**src/rtl/quad_timer_pkg.sv**
```systemverilog
// Shared constants and types for the four-channel countdown timer.
// Assumes a 32-bit data bus with byte addresses and word-aligned registers.
package quad_timer_pkg;
    localparam int NUM_CH   = 4;   // channels A..D
    localparam int CNT_W    = 16;  // count / reload width
    localparam int TB_W     = 2;   // timebase select width
    localparam int NUM_TB   = 4;   // 1us, 10us, 100us, 1ms
    localparam int DECADE   = 10;  // ratio between neighbouring timebases
    localparam int DATA_W   = 32;
    localparam int ADDR_W   = 5;
    localparam int EN_LSB   = 16;  // enable of channel k at EN_LSB+k
    localparam int MODE_LSB = 12;  // mode of channel k at MODE_LSB+k

    typedef enum logic [TB_W-1:0] {
        TB_1US   = 2'd0,
        TB_10US  = 2'd1,
        TB_100US = 2'd2,
        TB_1MS   = 2'd3
    } tb_sel_e;
endpackage

```
**src/rtl/qt_tickgen.sv**
```systemverilog
// Timebase strobe generator.
// Divides the system clock by CYCLES_PER_US into a one-cycle 1 us strobe,
// then chains decade stages so strobe[g] marks every 10^g microseconds.
// All strobes of one instant are high in the same cycle.
// Assumes CYCLES_PER_US >= 1.
module qt_tickgen #(
    parameter int CYCLES_PER_US = 200,
    parameter int NUM_TB        = 4,
    parameter int DECADE        = 10
) (
    input  logic              clk,
    input  logic              rst_n,
    output logic [NUM_TB-1:0] strobe
);
    localparam int PW = (CYCLES_PER_US > 1) ? $clog2(CYCLES_PER_US) : 1;
    localparam logic [PW-1:0] P_LAST = PW'(CYCLES_PER_US - 1);
    localparam int DW = $clog2(DECADE);
    localparam logic [DW-1:0] D_LAST = DW'(DECADE - 1);

    logic [PW-1:0]     pre_q;
    logic              us_hit;
    logic [NUM_TB-1:1] dec_last;

    assign us_hit = (pre_q == P_LAST);

    // Clock prescaler: wraps every CYCLES_PER_US cycles.
    always_ff @(posedge clk) begin
        if (!rst_n)      pre_q <= '0;
        else if (us_hit) pre_q <= '0;
        else             pre_q <= pre_q + 1'b1;
    end

    generate
        for (genvar g = 1; g < NUM_TB; g++) begin : g_decade
            logic [DW-1:0] dec_q;
            // Decade stage: counts strobes of the next faster timebase.
            always_ff @(posedge clk) begin
                if (!rst_n)             dec_q <= '0;
                else if (strobe[g-1])   dec_q <= (dec_q == D_LAST) ? '0 : dec_q + 1'b1;
            end
            assign dec_last[g] = (dec_q == D_LAST);
        end
    endgenerate

    // Strobe chain: each slower strobe needs the faster one and a wrapping stage.
    always_comb begin
        strobe[0] = us_hit;
        for (int g = 1; g < NUM_TB; g++) begin
            strobe[g] = strobe[g-1] && dec_last[g];
        end
    end
endmodule

```
**src/rtl/qt_channel.sv**
```systemverilog
// One countdown channel.
// Holds the run enable, the reload value and the live count. It counts down
// on the strobe picked by tb_sel, and expires when a strobe finds the count
// at zero. Expiry gives a one-cycle irq_o in the next cycle, then a reload
// (periodic) or a hardware clear of the enable (one-shot).
// Assumes at most one register write per cycle.
module qt_channel
    import quad_timer_pkg::*;
#(
    parameter int CW  = 16,
    parameter int NTB = 4
) (
    input  logic           clk,
    input  logic           rst_n,
    input  logic [NTB-1:0] strobe,
    input  logic [TB_W-1:0] tb_sel,
    input  logic           periodic,
    input  logic           ctrl_we,
    input  logic           en_wbit,
    input  logic           cnt_we,
    input  logic [CW-1:0]  cnt_wdata,
    output logic           en_o,
    output logic [CW-1:0]  cnt_o,
    output logic [CW-1:0]  rld_o,
    output logic           irq_o
);
    logic          en_q;
    logic [CW-1:0] cnt_q;
    logic [CW-1:0] rld_q;
    logic          irq_q;
    logic          tick;
    logic          expire;
    logic          restart;

    assign tick    = strobe[tb_sel];
    assign expire  = en_q && tick && (cnt_q == '0);
    assign restart = ctrl_we && en_wbit && !en_q;

    // Run enable: software write wins, otherwise one-shot expiry clears it.
    always_ff @(posedge clk) begin
        if (!rst_n)                    en_q <= 1'b0;
        else if (ctrl_we)              en_q <= en_wbit;
        else if (expire && !periodic)  en_q <= 1'b0;
    end

    // Reload value: taken from every write to this channel's count register.
    always_ff @(posedge clk) begin
        if (!rst_n)      rld_q <= '0;
        else if (cnt_we) rld_q <= cnt_wdata;
    end

    // Live count: restart, load while stopped, or step on the selected strobe.
    always_ff @(posedge clk) begin
        if (!rst_n)                  cnt_q <= '0;
        else if (restart)            cnt_q <= rld_q;
        else if (cnt_we && !en_q)    cnt_q <= cnt_wdata;
        else if (en_q && tick) begin
            if (cnt_q == '0)         cnt_q <= periodic ? rld_q : '0;
            else                     cnt_q <= cnt_q - 1'b1;
        end
    end

    // Interrupt pulse: registered copy of the expiry condition.
    always_ff @(posedge clk) begin
        if (!rst_n) irq_q <= 1'b0;
        else        irq_q <= expire;
    end

    assign en_o  = en_q;
    assign cnt_o = cnt_q;
    assign rld_o = rld_q;
    assign irq_o = irq_q;
endmodule

```
**src/rtl/qt_regfile.sv**
```systemverilog
// Register decode for the timer bank.
// Decodes word-aligned byte addresses: slot 0 is the shared control word,
// slots 1..NCH are the channel count registers. Stores the mode and timebase
// fields; the enable bits live in the channels so that hardware can clear
// them. Reads are combinational. Misaligned or unused addresses read 0 and
// ignore writes.
module qt_regfile
    import quad_timer_pkg::*;
#(
    parameter int NCH = 4,
    parameter int CW  = 16,
    parameter int AW  = 5,
    parameter int DW  = 32
) (
    input  logic                     clk,
    input  logic                     rst_n,
    input  logic                     bus_we,
    input  logic [AW-1:0]            bus_addr,
    input  logic [DW-1:0]            bus_wdata,
    output logic [DW-1:0]            bus_rdata,
    input  logic [NCH-1:0]           en_i,
    input  logic [NCH-1:0][CW-1:0]   cnt_i,
    output logic                     ctrl_we,
    output logic [NCH-1:0]           en_wbits,
    output logic [NCH-1:0]           cnt_we,
    output logic [CW-1:0]            cnt_wdata,
    output logic [NCH-1:0]           mode_o,
    output logic [NCH-1:0][TB_W-1:0] tb_o
);
    localparam int SW = AW - 2;

    logic [SW-1:0]            slot;
    logic                     aligned;
    logic [NCH-1:0]           mode_q;
    logic [NCH-1:0][TB_W-1:0] tb_q;
    logic [DW-1:0]            ctrl_img;

    assign slot      = bus_addr[AW-1:2];
    assign aligned   = (bus_addr[1:0] == 2'b00);
    assign ctrl_we   = bus_we && aligned && (slot == '0);
    assign en_wbits  = bus_wdata[EN_LSB +: NCH];
    assign cnt_wdata = bus_wdata[CW-1:0];

    // Count-register write decode, one strobe per channel.
    always_comb begin
        for (int ch = 0; ch < NCH; ch++) begin
            cnt_we[ch] = bus_we && aligned && (slot == SW'(ch + 1));
        end
    end

    // Mode and timebase fields of the shared control word.
    always_ff @(posedge clk) begin
        if (!rst_n) begin
            mode_q <= '0;
            tb_q   <= '0;
        end else if (ctrl_we) begin
            mode_q <= bus_wdata[MODE_LSB +: NCH];
            tb_q   <= bus_wdata[NCH*TB_W-1:0];
        end
    end

    // Control word image as seen by a read.
    always_comb begin
        ctrl_img = '0;
        for (int ch = 0; ch < NCH; ch++) begin
            ctrl_img[EN_LSB + ch]         = en_i[ch];
            ctrl_img[MODE_LSB + ch]       = mode_q[ch];
            ctrl_img[TB_W*ch +: TB_W]     = tb_q[ch];
        end
    end

    // Read multiplexer.
    always_comb begin
        bus_rdata = '0;
        if (aligned) begin
            if (slot == '0) bus_rdata = ctrl_img;
            for (int ch = 0; ch < NCH; ch++) begin
                if (slot == SW'(ch + 1)) bus_rdata = {{(DW-CW){1'b0}}, cnt_i[ch]};
            end
        end
    end

    assign mode_o = mode_q;
    assign tb_o   = tb_q;
endmodule

```
**src/rtl/quad_timer.sv**
```systemverilog
// Four-channel countdown event timer, top level.
// Ties the tick generator, the register decode and one channel per timer.
// CYCLES_PER_US sets how many system clocks make one microsecond.
// Assumes a synchronous active-low reset held for at least two cycles.
module quad_timer
    import quad_timer_pkg::*;
#(
    parameter int CYCLES_PER_US = 200
) (
    input  logic              clk,
    input  logic              rst_n,
    input  logic              bus_we,
    input  logic [ADDR_W-1:0] bus_addr,
    input  logic [DATA_W-1:0] bus_wdata,
    output logic [DATA_W-1:0] bus_rdata,
    output logic [NUM_CH-1:0] irq_o
);
    logic [NUM_TB-1:0]            strobe;
    logic                         ctrl_we;
    logic [NUM_CH-1:0]            en_wbits;
    logic [NUM_CH-1:0]            cnt_we;
    logic [CNT_W-1:0]             cnt_wdata;
    logic [NUM_CH-1:0]            mode_vec;
    logic [NUM_CH-1:0][TB_W-1:0]  tb_vec;
    logic [NUM_CH-1:0]            en_vec;
    logic [NUM_CH-1:0][CNT_W-1:0] cnt_arr;
    logic [NUM_CH-1:0][CNT_W-1:0] rld_arr;

    qt_tickgen #(
        .CYCLES_PER_US (CYCLES_PER_US),
        .NUM_TB        (NUM_TB),
        .DECADE        (DECADE)
    ) u_tick (
        .clk    (clk),
        .rst_n  (rst_n),
        .strobe (strobe)
    );

    qt_regfile #(
        .NCH (NUM_CH),
        .CW  (CNT_W),
        .AW  (ADDR_W),
        .DW  (DATA_W)
    ) u_regs (
        .clk       (clk),
        .rst_n     (rst_n),
        .bus_we    (bus_we),
        .bus_addr  (bus_addr),
        .bus_wdata (bus_wdata),
        .bus_rdata (bus_rdata),
        .en_i      (en_vec),
        .cnt_i     (cnt_arr),
        .ctrl_we   (ctrl_we),
        .en_wbits  (en_wbits),
        .cnt_we    (cnt_we),
        .cnt_wdata (cnt_wdata),
        .mode_o    (mode_vec),
        .tb_o      (tb_vec)
    );

    generate
        for (genvar ch = 0; ch < NUM_CH; ch++) begin : g_ch
            qt_channel #(
                .CW  (CNT_W),
                .NTB (NUM_TB)
            ) u_chan (
                .clk       (clk),
                .rst_n     (rst_n),
                .strobe    (strobe),
                .tb_sel    (tb_vec[ch]),
                .periodic  (mode_vec[ch]),
                .ctrl_we   (ctrl_we),
                .en_wbit   (en_wbits[ch]),
                .cnt_we    (cnt_we[ch]),
                .cnt_wdata (cnt_wdata),
                .en_o      (en_vec[ch]),
                .cnt_o     (cnt_arr[ch]),
                .rld_o     (rld_arr[ch]),
                .irq_o     (irq_o[ch])
            );
        end
    endgenerate
endmodule

```
**config.mk**
```make
export PLATFORM = sky130hd
export DESIGN_NAME = quad_timer
export DESIGN_NICKNAME = d
export VERILOG_FILES = /design/src/rtl/quad_timer_pkg.sv /design/src/rtl/qt_tickgen.sv /design/src/rtl/qt_channel.sv /design/src/rtl/qt_regfile.sv /design/src/rtl/quad_timer.sv
export SDC_FILE = /design/constraint.sdc
export NUM_CORES = 1
export LEC_CHECK = 0
export BUFFER_PORTS_ARGS = -buffer_cell sky130_fd_sc_hd__buf_2
export CAP_MARGIN = 20
export CELL_PAD_IN_SITES_DETAIL_PLACEMENT = 1
export CELL_PAD_IN_SITES_GLOBAL_PLACEMENT = 2
export CORE_MARGIN = 10
export CORE_UTILIZATION = 25
export DETAILED_ROUTE_END_ITERATION = 16
export PLACE_DENSITY = 0.57
export SYNTH_ARGS = -nofsm -noshare
export SYNTH_HDL_FRONTEND = slang
export SYNTH_HIERARCHICAL = 1
export SYNTH_SLANG_ARGS = --single-unit
```
**constraint.sdc**
```tcl
create_clock -name clk -period 4.45 [get_ports clk]
set_input_delay 0.445 -clock clk [delete_from_list [all_inputs] [get_ports clk]]
set_output_delay 0.445 -clock clk [all_outputs]
set_load 0.01 [all_outputs]
```
======== Word-level counts from Yosys, hierarchy flattened ========
Index checks and enable logic that the tools add are counted.
word-level totals
  bits in registers ....................... 168
  input bits .............................. 40
  output and inout port bits .............. 36
  word-level logic and storage cells ...... 147
operators by class
  reductions and logical operators ........ 56
  bitwise gates (word level) .............. 1
  muxes and demuxes ....................... 45
  equal/unequal tests ..................... 8
  add/sub/neg operators ................... 8
  magnitude comparators ................... 4
operators by type and width
  kind                   number
  $mux 16                20
  $mux 20                5
  $logic_not 16->1       4
  $sub 16x1->16 const B  4
  $logic_and 1x1->1      33
  $mux 32                1
  $add 4x1->4 const B    3
  $eq 4x4->1 const B     3
  $lt 2x3->1 const B     4
  $mux 1                 12
  $mux 4                 3
  $reduce_bool 3->1      4
  $add 8x1->8 const B    1
  $bmux 1 s2             4
  $eq 8x8->1 const B     1
  $logic_not 1->1        8
  $reduce_bool 2->1      4
  $eq 3x2->1 const B     2
  $eq 3x1->1 const B     1
  $eq 3x3->1 const B     1
  $logic_not 3->1        1
  $logic_not 2->1        1
  $reduce_or 2->1        1
  $not 1->1              1

======== Longest topological paths before layout ========
  depth after elaboration ................. 11
  depth in mapped cells ................... 13
  gate-level depth less buffers ........... 9

======== Cells and area by module ========
Netlist, hierarchy kept.
modules (own cells, without submodules)
  module      instances  sequential area each (um2)  cells each  area each (um2)
  qt_channel  4          680.7                       259         2,140.8
  qt_regfile  1          240.2                       206         1,569.0
  qt_tickgen  1          400.4                       107         1,003.5

======== Worst setup path after synthesis ========
No wires, ideal clock.
  kind .................................... reg-to-reg
  start point ............................. register u_tick.pre_q[0]
  end point ............................... register g_ch[0].u_chan.cnt_q[6]
  slack ................................... 1.738 ns
  data required time ...................... 4.380 ns
  buffers on the path ..................... 2
  arrival ................................. 2.643 ns
  library setup time ...................... 0.070 ns
  stages on the path, launching flop included .. 11
  clock period less this slack ............ 2.712 ns
  path through ............................ dfxtp_1 ha_1 nand4b_4 or4_1 buf_2 nor3b_1 mux4_2 nand2_1 buf_2 a311o_1 a21oi_1
on the way
  longest elaborated chain between the ends .. 8
RTL lines
  item                                RTL line          RTL
  start, declared                     qt_tickgen.sv:20  logic [PW-1:0] pre_q;
  start signal, assigned              qt_tickgen.sv:30  else pre_q <= pre_q + 1'b1;
  $eq 8x8->1                          qt_tickgen.sv:24  assign us_hit = (pre_q == P_LAST);
  $logic_and 1x1->1 (3 in a row)      qt_tickgen.sv:49  strobe[g] = strobe[g-1] && dec_last[g];
  via strobe[3]                       quad_timer.sv:18  logic [NUM_TB-1:0] strobe;
  $bmux 1 s2                          qt_channel.sv:35  assign tick = strobe[tb_sel];
  $mux 1 (not written as such)        qt_channel.sv:35
  $logic_and 1x1->1                   qt_channel.sv:57  else if (en_q && tick) begin
  $reduce_bool 3->1 (no source line)  n/a
  end signal, assigned                qt_channel.sv:56  else if (cnt_we && !en_q) cnt_q <= cnt_wdata;
  end signal, assigned                qt_channel.sv:58  if (cnt_q == '0) cnt_q <= periodic ? rld_q : '0;
  end signal, assigned                qt_channel.sv:59  else cnt_q <= cnt_q - 1'b1;
  end, declared                       qt_channel.sv:28  logic [CW-1:0] cnt_q;
The timed path passes the listed nets, and every way through them passes these cells. The select of a mux whose other input is x is not followed.
A chain may end at the register's enable or synchronous reset.

======== Final worst setup path ========
  start point ............................. register u_tick.pre_q[0]
  end point ............................... register g_ch[2].u_chan.cnt_q[2]
on the way
  longest elaborated chain between the ends .. 8
RTL lines
  item                                RTL line
  $eq 8x8->1                          qt_tickgen.sv:24
  $logic_and 1x1->1 (3 in a row)      qt_tickgen.sv:49
  via strobe[3]                       quad_timer.sv:18
  $bmux 1 s2                          qt_channel.sv:35
  $mux 1 (not written as such)        qt_channel.sv:35
  $logic_and 1x1->1                   qt_channel.sv:57
  $reduce_bool 3->1 (no source line)  n/a
  end signal, assigned                qt_channel.sv:56
  end signal, assigned                qt_channel.sv:58
  end signal, assigned                qt_channel.sv:59
  end, declared                       qt_channel.sv:28
The timed path passes the listed nets, and every way through them passes these cells. The select of a mux whose other input is x is not followed.

==> metrics <==
Hold Path Depth=4; first-pass GRT wire length=68300 µm; ANT cells=0; Clock Latency Late Sink=0.50 ns; Final setup viols=0; postcts setup bufs=0; Core Util, Final=27.8%; vias=10100; Core ar.=0.0441 mm²; Post-Syn Instances=1349; cells on worst reg2reg path=10; Final Max Slew Viols=0; hold_buf cts=0; CTS sink count=168; CP Launch Type=flip-flop; root buffer cell=clkbuf_16; run status=complete, no violations; Num CTS Buffers=17; initial core utilization=25.2%; dominant synthesized flop cell=dfxtp_1; internal power=2.41 mW; RSZ-0062 raised after global routing=false; Die Footprint=0.0534 mm²; site row count=77; Netlist cell types=70; Logic pwr share=12.2%; Total GRT Usage=16.9%; CP Capture Type=flip-flop; IO Port Bufs=51; mapped cell area=0.0111 mm²; Final WS setup=1.01 ns; clock network fraction of total power=44.4%; layout cells sized above 1=12.9%; DRC=0; clock tree buffer depth=2; warning count from the yosys run=6; Psw=1.14 mW; top cells by area, synth=dfxtp_1, mux2i_1, nand2_1; Placer Congestion=0.819; Static Leak=4.68 nW; top-count cell post-synth=dfxtp_1; DR WL/cell=23.1 µm; WL final=44900 µm; Iter 0 DRT Violations=624; synthesized area per cell=8.25 µm²; I/O pin count=76; fin crit period=3.44 ns; Final nets=1385; Worst EP required=4.84 ns; pwr dens=289 mW/mm²; worst hold start=bus_wdata[17]; peak supply drop=178 µV; reg-to-reg endpoint=g_ch[2].u_chan/cnt_o[2]; Reg clk slew, reported paths=0.08 ns; total grt overflow=0; highest clock rate=290 MHz; skew final=0.0119 ns; MaxCap Viol Count=0; Via-to-Cell Ratio=5.21; pin count of the biggest net entering global routing=62; multi-input logic area=0.00702 mm²; share of the synthesized area in the top cell type=30.2%; Horiz. Die Dim=231 µm; Setup TNS=0 ns; crit path kind=reg2reg; post-route ant nets=0; Worst EP arrival=3.83 ns; fillers=5248; Net Sw Frac=32.1%; commonest cells in the synthesized netlist=dfxtp_1, nand2_1, mux2i_1, nor2b_1, a21oi_1; #FFs+latches synth=168; hold violation total from the final report=0; antenna violations before repair=3; fraction of registers with async set/reset=0%; Slew HR=41.5%; Placement Setup Slack=1.04 ns; CTS resizes=0; Seq/Total Area, Yosys=30.2%; post-synth top area cell=dfxtp_1; Post-DP HPWL=30700 µm; die height=231 µm; EDFF count, synth=0; CTS tree=built; min-delay worst type=in2reg; Slew @ Worst Pin=0.878 ns; Power, Total=3.55 mW; vias in the first global route=10200; first-pass iteration count of the detailed router=5; smallest hold slack=0.289 ns; fin crit share=77.4%; CP max FO=14; synthesis-to-layout area growth=10.3%; H-tree Lvls=4; Reg area=0.00336 mm²; r2r startpoint=u_tick/pre_q[0]; reg2reg setup slack=1.01 ns; Worst Hold End=g_ch[1].u_chan/en_o; part of the power in registers=43.4%
## power by group through the flow
| stage | combinational (mW) | sequential, mW | clock, mW |
|---|---|---|---|
| after floorplan | 0.334 | 1.56 | 0 |
| after CTS | 0.436 | 1.54 | 1.63 |
| after detailed placement | 0.434 | 1.57 | 0 |
| final | 0.434 | 1.54 | 1.57 |
| after global placement | 0.434 | 1.57 | 0 |
| after global routing | 0.478 | 1.54 | 1.68 |
## sequential cells by signal, indices dropped and copies added (netlist names)
signal / flops
u_tick/g_decade.dec_q: 12
g_ch.u_chan/en_o: 4
u_regs/tb_o: 8
g_ch.u_chan/irq_o: 4
u_regs/mode_o: 4
u_tick/pre_q: 8
g_ch.u_chan/cnt_o: 64
g_ch.u_chan/rld_o: 64
## worst max path at each step
stage / from / to / slack [ns] / cells after the start
finish: u_tick/pre_q[0] / g_ch[2].u_chan/cnt_o[2] / 1.01 / 10
global route: u_tick/pre_q[0] / g_ch[2].u_chan/cnt_o[2] / 0.74 / 10
CTS: u_tick/pre_q[0] / g_ch[2].u_chan/cnt_o[2] / 1.01 / 10
detailed placement: u_tick/pre_q[0] / g_ch[2].u_chan/cnt_o[4] / 1.04 / 10
global placement: u_tick/pre_q[0] / g_ch[2].u_chan/cnt_o[2] / 1.09 / 10
floorplan: u_tick/pre_q[0] / g_ch[0].u_chan/cnt_o[6] / 1.74 / 10
## worst max-delay path, stage by stage (launching register included)
cell,delay [ns]
dfxtp_1,0.36
ha_1,0.30
nand4b_4,0.21
or4_1,0.67
nor3b_1,0.23
buf_4,0.19
mux4_2,0.35
nand2_1,0.43
and3_1,0.35
o22ai_1,0.14
a21boi_1,0.10
## per-layer routing
metal  up-vias  global-route usage (%)  wire, µm
met5         -                       0        11
met4         2                    5.59       879
met3        37                    3.08      1400
met2       144                    26.6     20200
met1      5083                    22.8     22300
li1       4847                       -         -
## placed cells by master, fill, tap and decap left out, drive strengths merged, types with 6 or more instances in the layout
cell type / netlist / final
nand3: 56 / 56
o22a: 12 / 12
or4: 9 / 9
and2: 26 / 26
a211oi: 16 / 16
o21ai: 76 / 76
nor3: 42 / 42
and3: 41 / 41
o22ai: 16 / 16
a311o: 8 / 8
nor4b: 6 / 6
nand2b: 22 / 22
conb: 1 / 12
buf: 85 / 86
a21oi: 70 / 70
a32o: 8 / 8
inv: 12 / 23
xnor2: 21 / 21
nor2: 51 / 51
a21boi: 25 / 25
o211a: 8 / 8
xor2: 25 / 25
ha: 9 / 9
dfxtp: 168 / 168
nor4: 23 / 23
nand4: 12 / 12
a211o: 12 / 12
or4b: 6 / 6
mux2i: 100 / 100
a31oi: 20 / 20
nand2: 162 / 162
a221oi: 20 / 20
o31ai: 9 / 9
clkbuf: 44 / 17
o221ai: 8 / 8
nor2b: 69 / 69
## final cells by class
cell class	count	share of cell area, %
multi-input combinational	1051	57.2
sequential	168	27.4
tap	592	6.03
timing repair buffer	86	4.34
clock buffer	17	3.46
clock inverter	15	1.23
inverter	12	0.367
## stage by stage
step                cells  area (µm²)
floorplan            1360       11200
global placement     1908       11700
detailed placement   1908       11700
CTS                  1940       12300
global route         1941       12300
finish               1941       12300
## logic make-up after synthesis
kind of cell | after synthesis | share of synthesized area [%]
multiplexers | 104 | 9.80
AND/OR/NAND/NOR | 555 | 28.5
other | 1 | 0.0337
adder cells (fa/ha/maj) | 9 | 1.01
flip-flops | 168 | 30.2
XOR/XNOR | 46 | 3.62
AO/OA/AOI/OAI | 325 | 19.6
buffers and inverters | 141 | 7.24
Note: power is estimated with default switching activity, not from simulation.
